<file path="src/rtl/tod_pkg.sv">
package tod_pkg;
   localparam int NUM_FIELDS = 7;

   typedef enum logic [2:0] {
      OFS_CTRL  = 3'd0,
      OFS_SEC   = 3'd1,
      OFS_MIN   = 3'd2,
      OFS_HOUR  = 3'd3,
      OFS_WDAY  = 3'd4,
      OFS_DATE  = 3'd5,
      OFS_MONTH = 3'd6,
      OFS_YEAR  = 3'd7
   } tod_ofs_e;

   function automatic logic [7:0] to_bcd(input int v);
      return 8'(((v / 10) << 4) | (v % 10));
   endfunction

   function automatic logic [7:0] bcd_step(input logic [7:0] v);
      if (v[3:0] >= 4'd9) return {v[7:4] + 4'd1, 4'd0};
      else                return {v[7:4], v[3:0] + 4'd1};
   endfunction

   function automatic int field_lo(input int k);
      return (k == 4 || k == 5 || k == 6) ? 1 : 0;
   endfunction

   function automatic int field_hi(input int k, input int date_last, input int year_last);
      case (k)
         1, 2:    return 59;
         3:       return 23;
         4:       return 7;
         5:       return date_last;
         6:       return 12;
         default: return year_last;
      endcase
   endfunction

   function automatic logic [7:0] field_mask(input int k);
      case (k)
         1, 2:    return 8'h7F;
         3, 5:    return 8'h3F;
         4:       return 8'h07;
         6:       return 8'h1F;
         default: return 8'hFF;
      endcase
   endfunction

   // index of the carry that advances field k (0 = gated tick)
   function automatic int carry_src(input int k);
      case (k)
         1:       return 0;
         2:       return 1;
         3:       return 2;
         4, 5:    return 3;
         6:       return 5;
         default: return 6;
      endcase
   endfunction
endpackage

</file>
<file path="src/rtl/tod_bcd_field.sv">
module tod_bcd_field #(
   parameter logic [7:0] LO_BCD = 8'h00,
   parameter logic [7:0] HI_BCD = 8'h59,
   parameter logic [7:0] MASK   = 8'h7F
) (
   input  logic       clk,
   input  logic       rst_n,
   input  logic       inc_i,
   input  logic       load_i,
   input  logic [7:0] load_val_i,
   output logic [7:0] val_o,
   output logic       wrap_o
);
   import tod_pkg::*;

   generate
      if (HI_BCD <= LO_BCD) begin : g_bad_range
         $error("tod_bcd_field: HI_BCD must exceed LO_BCD");
      end
   endgenerate

   logic [7:0] val_q;

   always_ff @(posedge clk or negedge rst_n) begin
      if (!rst_n)      val_q <= LO_BCD;
      else if (load_i) val_q <= load_val_i & MASK;
      else if (inc_i)  val_q <= (val_q == HI_BCD) ? LO_BCD : (bcd_step(val_q) & MASK);
   end

   assign val_o  = val_q;
   assign wrap_o = inc_i && !load_i && (val_q == HI_BCD);


   wrap_to_lo_chk: assert property (@(posedge clk) disable iff (!rst_n)
      (inc_i && !load_i && val_o == HI_BCD) |=> (val_o == LO_BCD));


   idle_hold_chk: assert property (@(posedge clk) disable iff (!rst_n)
      (!inc_i && !load_i) |=> $stable(val_o));
endmodule

</file>
<file path="src/rtl/tod_ctrl_reg.sv">
module tod_ctrl_reg (
   input  logic clk,
   input  logic rst_n,
   input  logic ctrl_hit_i,
   input  logic sec_hit_i,
   input  logic hour_hit_i,
   input  logic wday_hit_i,
   input  logic d7_i,
   input  logic d6_i,
   input  logic d5_i,
   output logic load_o,
   output logic freeze_o,
   output logic sign_o,
   output logic stop_o,
   output logic kick_o,
   output logic ftest_o,
   output logic release_o
);
   logic load_q, freeze_q, sign_q, stop_q, kick_q, ftest_q;

   always_ff @(posedge clk or negedge rst_n) begin
      if (!rst_n) begin
         load_q   <= 1'b0;
         freeze_q <= 1'b0;
         sign_q   <= 1'b0;
         stop_q   <= 1'b0;
         kick_q   <= 1'b0;
         ftest_q  <= 1'b0;
      end else begin
         if (ctrl_hit_i) begin
            load_q   <= d7_i;
            freeze_q <= d6_i;
            sign_q   <= d5_i;
         end
         if (sec_hit_i)  stop_q  <= d7_i;
         if (hour_hit_i) kick_q  <= d7_i;
         if (wday_hit_i) ftest_q <= d6_i;
      end
   end

   assign load_o    = load_q;
   assign freeze_o  = freeze_q;
   assign sign_o    = sign_q;
   assign stop_o    = stop_q;
   assign kick_o    = kick_q;
   assign ftest_o   = ftest_q;
   assign release_o = ctrl_hit_i && load_q && !d7_i;


   release_clears_chk: assert property (@(posedge clk) disable iff (!rst_n)
      release_o |=> !load_o);


   kick_keep_chk: assert property (@(posedge clk) disable iff (!rst_n)
      !hour_hit_i |=> $stable(kick_o));
endmodule

</file>
<file path="src/rtl/tod_bcd_bank.sv">
module tod_bcd_bank #(
   parameter int DATA_W    = 8,
   parameter int ADDR_W    = 3,
   parameter int DATE_LAST = 31,
   parameter int YEAR_LAST = 99
) (
   input  logic              clk,
   input  logic              rst_n,
   input  logic              tick_i,
   input  logic              wr_en_i,
   input  logic [ADDR_W-1:0] addr_i,
   input  logic [DATA_W-1:0] wr_data_i,
   output logic [DATA_W-1:0] rd_data_o
);
   import tod_pkg::*;

   localparam int NF = NUM_FIELDS;

   generate
      if (DATA_W != 8) begin : g_bad_width
         $error("tod_bcd_bank: packed BCD needs DATA_W of 8");
      end
      if (ADDR_W < 3) begin : g_bad_addr
         $error("tod_bcd_bank: ADDR_W must cover eight registers");
      end
      if (DATE_LAST < 28 || DATE_LAST > 31) begin : g_bad_date
         $error("tod_bcd_bank: DATE_LAST out of range");
      end
      if (YEAR_LAST < 1 || YEAR_LAST > 99) begin : g_bad_year
         $error("tod_bcd_bank: YEAR_LAST out of range");
      end
   endgenerate

   logic load_q, freeze_q, sign_q, stop_q, kick_q, ftest_q, release_w;
   logic hit [0:NF];
   logic carry [0:NF];
   logic [7:0] run_w  [1:NF];
   logic [7:0] hold_w [1:NF];
   logic [7:0] view_w [1:NF];

   genvar h;
   generate
      for (h = 0; h <= NF; h++) begin : g_hit
         assign hit[h] = wr_en_i && (addr_i == ADDR_W'(h));
      end
   endgenerate

   tod_ctrl_reg u_ctrl (
      .clk        (clk),
      .rst_n      (rst_n),
      .ctrl_hit_i (hit[OFS_CTRL]),
      .sec_hit_i  (hit[OFS_SEC]),
      .hour_hit_i (hit[OFS_HOUR]),
      .wday_hit_i (hit[OFS_WDAY]),
      .d7_i       (wr_data_i[7]),
      .d6_i       (wr_data_i[6]),
      .d5_i       (wr_data_i[5]),
      .load_o     (load_q),
      .freeze_o   (freeze_q),
      .sign_o     (sign_q),
      .stop_o     (stop_q),
      .kick_o     (kick_q),
      .ftest_o    (ftest_q),
      .release_o  (release_w)
   );

   assign carry[0] = tick_i && !stop_q && !release_w;

   genvar k;
   generate
      for (k = 1; k <= NF; k++) begin : g_field
         localparam logic [7:0] F_MASK = field_mask(k);
         logic [7:0] hold_q;

         tod_bcd_field #(
            .LO_BCD (to_bcd(field_lo(k))),
            .HI_BCD (to_bcd(field_hi(k, DATE_LAST, YEAR_LAST))),
            .MASK   (F_MASK)
         ) u_fld (
            .clk        (clk),
            .rst_n      (rst_n),
            .inc_i      (carry[carry_src(k)]),
            .load_i     (release_w),
            .load_val_i (hold_q),
            .val_o      (run_w[k]),
            .wrap_o     (carry[k])
         );

         always_ff @(posedge clk or negedge rst_n) begin
            if (!rst_n)                 hold_q <= to_bcd(field_lo(k));
            else if (load_q && hit[k])  hold_q <= wr_data_i & F_MASK;
            else if (!load_q && !freeze_q) hold_q <= run_w[k];
         end

         assign hold_w[k] = hold_q;
         assign view_w[k] = (load_q || freeze_q) ? hold_q : run_w[k];
      end
   endgenerate

   always_comb begin
      rd_data_o = '0;
      if (addr_i == ADDR_W'(OFS_CTRL)) begin
         rd_data_o = {load_q, freeze_q, sign_q, 5'b0};
      end else if (addr_i <= ADDR_W'(NF)) begin
         rd_data_o = view_w[addr_i[2:0]];
         if (addr_i == ADDR_W'(OFS_SEC))  rd_data_o[7] = stop_q;
         if (addr_i == ADDR_W'(OFS_HOUR)) rd_data_o[7] = kick_q;
         if (addr_i == ADDR_W'(OFS_WDAY)) rd_data_o[6] = ftest_q;
      end
   end


   stop_freeze_chk: assert property (@(posedge clk) disable iff (!rst_n)
      (stop_q && !release_w) |=> $stable(run_w[1]));


   snapshot_still_chk: assert property (@(posedge clk) disable iff (!rst_n)
      (freeze_q && !load_q) |=> ($stable(hold_w[1]) && $stable(hold_w[7])));


   release_copy_chk: assert property (@(posedge clk) disable iff (!rst_n)
      release_w |=> (run_w[1] == $past(hold_w[1]) && run_w[7] == $past(hold_w[7])));


   hold_keep_chk: assert property (@(posedge clk) disable iff (!rst_n)
      (load_q && !hit[OFS_SEC]) |=> $stable(hold_w[1]));


   year_wrap_chk: assert property (@(posedge clk) disable iff (!rst_n)
      carry[NF] |=> (run_w[NF] == 8'h00));
endmodule

</file>
<file path="config.mk">
export PLATFORM = sky130hd
export DESIGN_NAME = tod_bcd_bank
export DESIGN_NICKNAME = d
export VERILOG_FILES = /design/src/rtl/tod_pkg.sv /design/src/rtl/tod_bcd_field.sv /design/src/rtl/tod_ctrl_reg.sv /design/src/rtl/tod_bcd_bank.sv
export SDC_FILE = /design/constraint.sdc
export NUM_CORES = 1
export LEC_CHECK = 0
export BUFFER_PORTS_ARGS = -buffer_cell sky130_fd_sc_hd__buf_2
export CORE_MARGIN = 4
export CORE_UTILIZATION = 45
export CTS_CLUSTER_DIAMETER = 60
export DETAILED_ROUTE_END_ITERATION = 10
export MAX_ROUTING_LAYER = met4
export SYNTH_ARGS = -nofsm -noshare
export SYNTH_HDL_FRONTEND = slang
export SYNTH_SLANG_ARGS = --single-unit
</file>
<file path="constraint.sdc">
create_clock -name clk -period 3 [get_ports clk]
set_input_delay 0.15 -clock clk [delete_from_list [all_inputs] [get_ports clk]]
set_output_delay 0.15 -clock clk [all_outputs]
set_load 0.02 [all_outputs]
</file>
# Word-level counts from Yosys, hierarchy flattened
# Cells that the tools add are included.
totals:
  regBits: 118
  word_cells: 182
op_classes:
  n_addsub: 13
  bitwise_logic: 1
  eq_ne: 14
  n_lt_le_gt_ge: 9
  mux: 57
  reduce_logical: 62
op_table:
  columns: ["cell", "count"]
  rows:
  - ["$mux 8", 41]
  - ["$ge 4x4->1 const B", 8]
  - ["$logic_and 1x1->1", 30]
  - ["$add 4x1->4 const B", 7]
  - ["$mux 7", 4]
  - ["$reduce_bool 2->1", 13]
  - ["$bmux 8 s3", 1]
  - ["$mux 6", 4]
  - ["$reduce_bool 3->1", 6]
  - ["$eq 8x6->1 const B", 2]
  - ["$eq 8x7->1 const B", 2]
  - ["$eq 3x3->1 const B", 4]
  - ["$reduce_and 2->1", 6]
  - ["$mux 5", 2]
  - ["$add 3x1->3 const B", 3]
  - ["$eq 8x3->1 const B", 1]
  - ["$eq 8x5->1 const B", 1]
  - ["$eq 8x8->1 const B", 1]
  - ["$eq 3x2->1 const B", 2]
  - ["$mux 3", 2]
  - ["$logic_not 1->1", 5]
  - ["$add 2x1->2 const B", 2]
  - ["$not 3->4", 1]
  - ["$eq 3x1->1 const B", 1]
  - ["5 further kinds", 7]

# Depth between registers and ports, before layout
depth:
  ltp_word: 18
  depth_mapped: 8
  ltp_nobuf: 7

# Modules after synthesis
# Synthesis repeated with hierarchy kept, for this count alone.
hier_totals:
  hier_cells: 701
  hier_area_um2: 6585.1
modules_own_cells:
  columns: ["module", "area_each_um2", "cells_each", "n_inst"]
  rows:
  - ["tod_bcd_bank", 3079.2, 326, 1]
  - ["tod_bcd_field at g_field[1].u_fld ...", 533.0, 59, 2]
  - ["tod_bcd_field at g_field[7].u_fld", 590.6, 65, 1]
  - ["tod_bcd_field at g_field[5].u_fld", 525.5, 61, 1]
  - ["tod_bcd_field at g_field[3].u_fld", 457.9, 49, 1]
  - ["tod_bcd_field at g_field[6].u_fld", 420.4, 47, 1]
  - ["tod_ctrl_reg", 226.5, 13, 1]
  - ["tod_bcd_field at g_field[4].u_fld", 219.0, 22, 1]

# Least setup slack after synthesis
# Ideal clock, no wire load.
synth_timing:
  kind: "register to register"
  start: "register g_field[5].u_fld.val_q[0]"
  end: "register g_field[7].u_fld.val_q[3]"
  slack_ps: 855
  n_path_buf: 1
  stages_incl_launch_ff: 8
  t_arrival_ps: 2063
  synth_period_minus_slack_ps: 2145
  cell_sequence: "dfstp_2 ha_1 nand4bb_4 or2_0 or3_1 buf_2 or3_1 a31oi_1"
synth_via:
  elab_chain_cells: 5
synth_rtl:
  columns: ["element", "line", "rtl"]
  rows:
  - ["start, declared", "tod_bcd_field.sv:22", "logic [7:0] val_q;"]
  - ["start signal, assigned", "tod_bcd_field.sv:26", "else if (load_i) val_q <= load_val_i & MASK;"]
  - ["start signal, assigned", "tod_bcd_field.sv:27", "else if (inc_i) val_q <= (val_q == HI_BCD) ? LO_BCD : (bcd_step(val_q) & MASK);"]
  - ["$eq 8x6->1", "tod_bcd_field.sv:31", "assign wrap_o = inc_i && !load_i && (val_q == HI_BCD);"]
  - ["$logic_and 1x1->1 (3 in series)", "tod_bcd_field.sv:31", null]
  - ["$reduce_bool 2->1 (no line)", null, null]
  - ["end signal, assigned", "tod_bcd_field.sv:26", null]
  - ["end signal, assigned", "tod_bcd_field.sv:27", null]
  - ["end, declared", "tod_bcd_field.sv:22", null]
# No other way between the ends.
# A chain may end at the register's enable or synchronous reset.

# Worst setup path after layout
layout_timing:
  start: "register u_ctrl.load_q, in the netlist u_ctrl.load_o"
  end: "output port rd_data_o[5]"
layout_via:
  elab_chain_cells: 7
  elab_cells_between_ends: 13
  classes_between: "mux (12); reduce/logical (1)"
layout_rtl:
  columns: ["element", "line", "rtl"]
  rows:
  - ["start, declared", "tod_ctrl_reg.sv:19", "logic load_q, freeze_q, sign_q, stop_q, kick_q, ftest_q;"]
  - ["start signal, assigned", "tod_ctrl_reg.sv:31", "load_q <= d7_i;"]
  - ["$logic_or 1x1->1 (*)", "tod_bcd_bank.sv:96", "assign view_w[k] = (load_q || freeze_q) ? hold_q : run_w[k];"]
  - ["$mux 8", "tod_bcd_bank.sv:96", null]
  - ["$bmux 8 s3 (*)", "tod_bcd_bank.sv:105", "rd_data_o = view_w[addr_i[2:0]];"]
  - ["$mux 8 (implied by the code) (*) (2 in series)", "tod_bcd_bank.sv:105", null]
  - ["$mux 8 (*)", "tod_bcd_bank.sv:104", "end else if (addr_i <= ADDR_W'(NF)) begin"]
  - ["$mux 8 (*)", "tod_bcd_bank.sv:102", "if (addr_i == ADDR_W'(OFS_CTRL)) begin"]
  - ["end, declared", "tod_bcd_bank.sv:13", "output logic [DATA_W-1:0] rd_data_o"]
# Mark *: on every way between the ends. The rest lies on a longest branch, timed or not. The select of a mux whose other input is x is not followed.

==> impl_metrics.yaml <==
clock_network:
  clock_sinks: 90
  path_clk_slew_ns: 0.06
  cts_setup_buffers: 0
  cts_tree: "built"
  clk_latency_ns: 0.35
  max-clock-path-buffers: 2
  h-tree-depth: 3
  clockRootBuffer: "clkbuf_16"
  numCtsBuffers: 9
critical_path:
  critPathLaunch: "u_ctrl.load_o"
  path_class: "reg2out"
  startpoint_type: "flip-flop"
  rr_endpoint: "g_field[7].u_fld.val_o[4]"
  worstPathRequired_ns: 2.85
  path_cells: "nor2_4 > buf_12 > mux2i_1 > mux4_2 > o21ai_0 > buf_2"
  cp_top_family: "multiplexers"
  slowest_stage: "dfrtp_1"
  r2r-start: "g_field[2].u_fld.val_o[5]"
  cp.buffers_inverters: 2
  path_max_fanout: 40
  worst_r2r_path_depth: 7
  regToRegSetupSlack_ns: 0.58
  critPathArrivalTime_ns: 2.54
  crit_path_end_kind: "primary output"
  max_stage_delay_ns: 0.47
die:
  row_count: 40
  dieArea_mm2: 0.0142
  die_height_um: 119
  initial_core_util: 0.462
  core_area_mm2: 0.0121
  num_io_pins: 23
  die_x_um: 119
timing:
  timing.fmax_mhz: 372
  worst_pin_slew_ns: 0.814
  setup_viol: 0
  slew-limit-headroom: 0.454
  slew_violations: 0
  period_needed_ns: 2.69
  tns_ns: 0
  final_hold_viol_count: 0
  fin_worst_skew_ns: 0.0106
  rsz0062_at_grt: "false"
  fin_ws_ns: 0.312
  period_share: 0.896
layout:
  final_cell_mix: "dfrtp_1 (84), nor2_1 (76), mux2i_1 (55)"
  layout_commonest_cell: "dfrtp_1"
  antenna_cells: 0
  final_cells: 787
  drive_above_1_share: 0.121
  fill_cells: 1113
  fin_nets: 658
  syn2layout_area_growth_pct: 10.7
synth:
  synth-seq-cells: 90
  synthArstFlopShare: 1.00
  synth_warnings: 0
  ys_seq_area_frac: 0.406
  syn-num-nets: 643
  synth_edf_count: 0
  syn_inst: 599
  netlist_area_mm2: 0.00557
  synthFlopType: "dfrtp_1"
  ys_types: 60
  syn_avg_cell_area_um2: 9.30
placement:
  post-place-cells: 770
  dpl.hpwl_um: 10600
  globalplace.congestion: 0.865
  numPortBuffers: 22
  place_ws_ns: 0.588
detailed_routing:
  ant_nets: 0
  wl_um: 14800
  wire_per_inst_um: 18.8
  drcViolationCount: 0
  vias: 4556
  first_iter_violations: 327
  first_pass_iters: 5
  via_per_inst: 5.79
global_routing:
  grt_max_degree: 91
  antenna_found_initial: 0
  grt-ovfl-total: 0
  grt_pass1_wl_um: 24800
  grt.total_usage: 0.227
  grt_pass1_vias: 4714
worst_hold_path:
  hold_end: "u_ctrl.freeze_o"
  hp-class: "in2reg"
  holdCritStartpoint: "wr_data_i[6]"
  hold_path_depth: 3
job:
  maxCapViolCount: 0
power_and_ir_drop:
  peakVddDrop_uv: 456
  p_leak_nw: 2.72
  pwr_density_cell_mw_per_mm2: 734
  finalPower_mw: 4.53
run_status:
  status: "finished clean"
[kinds of logic (layout without fill, tap and decap cells)]
logic type	Yosys count	count (layout)	synth area share
muxes	72	72	0.141
AOI/OAI and AO/OA	143	143	0.152
adders and majority gates	29	29	0.0651
and+or+nand+nor	209	209	0.195
DFF	90	90	0.406
buffers and inverters	56	76	0.0407
[layer usage]
layer / up-vias / GRT usage / share of wire
met5: - / - / 0
met4: 0 / 0.0825 / 0.023
met3: 22 / 0.0370 / 0.039
met2: 110 / 0.361 / 0.49
met1: 2245 / 0.293 / 0.45
li1: 2179 / - / -
[cells in the mapped netlist (all sizes together), types with 4 or more instances]
cell | number | area share
dfrtp | 84 | 0.38
nor2 | 77 | 0.053
mux2i | 55 | 0.099
a21oi | 53 | 0.048
nand2 | 46 | 0.031
o21ai | 40 | 0.036
ha | 29 | 0.065
inv | 26 | 0.018
clkbuf | 19 | 0.013
nand3 | 19 | 0.017
a31oi | 17 | 0.019
mux2 | 13 | 0.026
buf | 10 | 0.0097
or3 | 10 | 0.011
nor3b | 9 | 0.013
dfstp | 6 | 0.028
nor2b | 6 | 0.0067
nand2b | 5 | 0.0056
o31ai | 5 | 0.0067
a221o | 4 | 0.0072
and2 | 4 | 0.0045
and3 | 4 | 0.0045
mux4 | 4 | 0.016
nand4 | 4 | 0.0072
nor3 | 4 | 0.0036
[where the power goes]
part | internal (mW) | switching [mW] | total, mW
combinational | 0.653 | 0.817 | 1.47
sequential | 1.59 | 0.360 | 1.95
clock | 0.645 | 0.465 | 1.11
total | 2.89 | 1.64 | 4.53
[how the worst max path moves through the flow]
| stage | end | slack [ns] | cells past startpoint |
|---|---|---|---|
| 2_1_floorplan | g_field[7].u_fld.val_o[3] | 0.86 | 7 |
| 3_3_place_gp | rd_data_o[5] | 0.71 | 6 |
| 3_5_place_dp | g_field[7].u_fld.val_o[3] | 0.59 | 7 |
| 4_1_cts | rd_data_o[5] | 0.30 | 6 |
| 5_1_grt | rd_data_o[5] | 0.20 | 6 |
| 6_report | rd_data_o[5] | 0.31 | 6 |
[sequential cells by signal, indices dropped and copies added, names as in the netlist]
register,count
g_field.u_fld.val_o,42
u_ctrl.stop_o,1
u_ctrl.sign_o,1
u_ctrl.kick_o,1
g_field.hold_q,42
u_ctrl.ftest_o,1
u_ctrl.freeze_o,1
u_ctrl.load_o,1
[tightest hold or removal path: cells and delay by family]
| kind | cells | cell delay (ns) |
|---|---|---|
| buffers and inverters | 1 | 0.15 |
| and+or+nand+nor | 1 | 0.06 |
| AOI/OAI and AO/OA | 1 | 0.06 |
[per-stage QoR]
step	hold WS [ns]	instance area, µm²	utilization
after floorplan	-0.146	5570	-
after global placement	0.244	5880	0.487
after detailed placement	0.245	5880	0.487
after CTS	0.104	6170	0.511
after global routing	0.154	6170	0.511
final	0.125	6170	0.511
[final cells by class]
type,count,area (µm²),area share
Multi-Input combinational cell,453,3090,0.502
Sequential cell,90,2260,0.366
Clock buffer,13,240,0.0390
Timing Repair Buffer,33,223,0.0361
Tap cell,168,210,0.0341
Inverter,27,101,0.0164
Clock inverter,3,40.0,0.00649
[repair_timing]
item | in CTS | in global routing
hold buffers | 1 | 0
gates resized for setup | 0 | 0
endpoints found under the hold margin | 84 | 0
No activity file was read; power rests on OpenSTA's default activity.
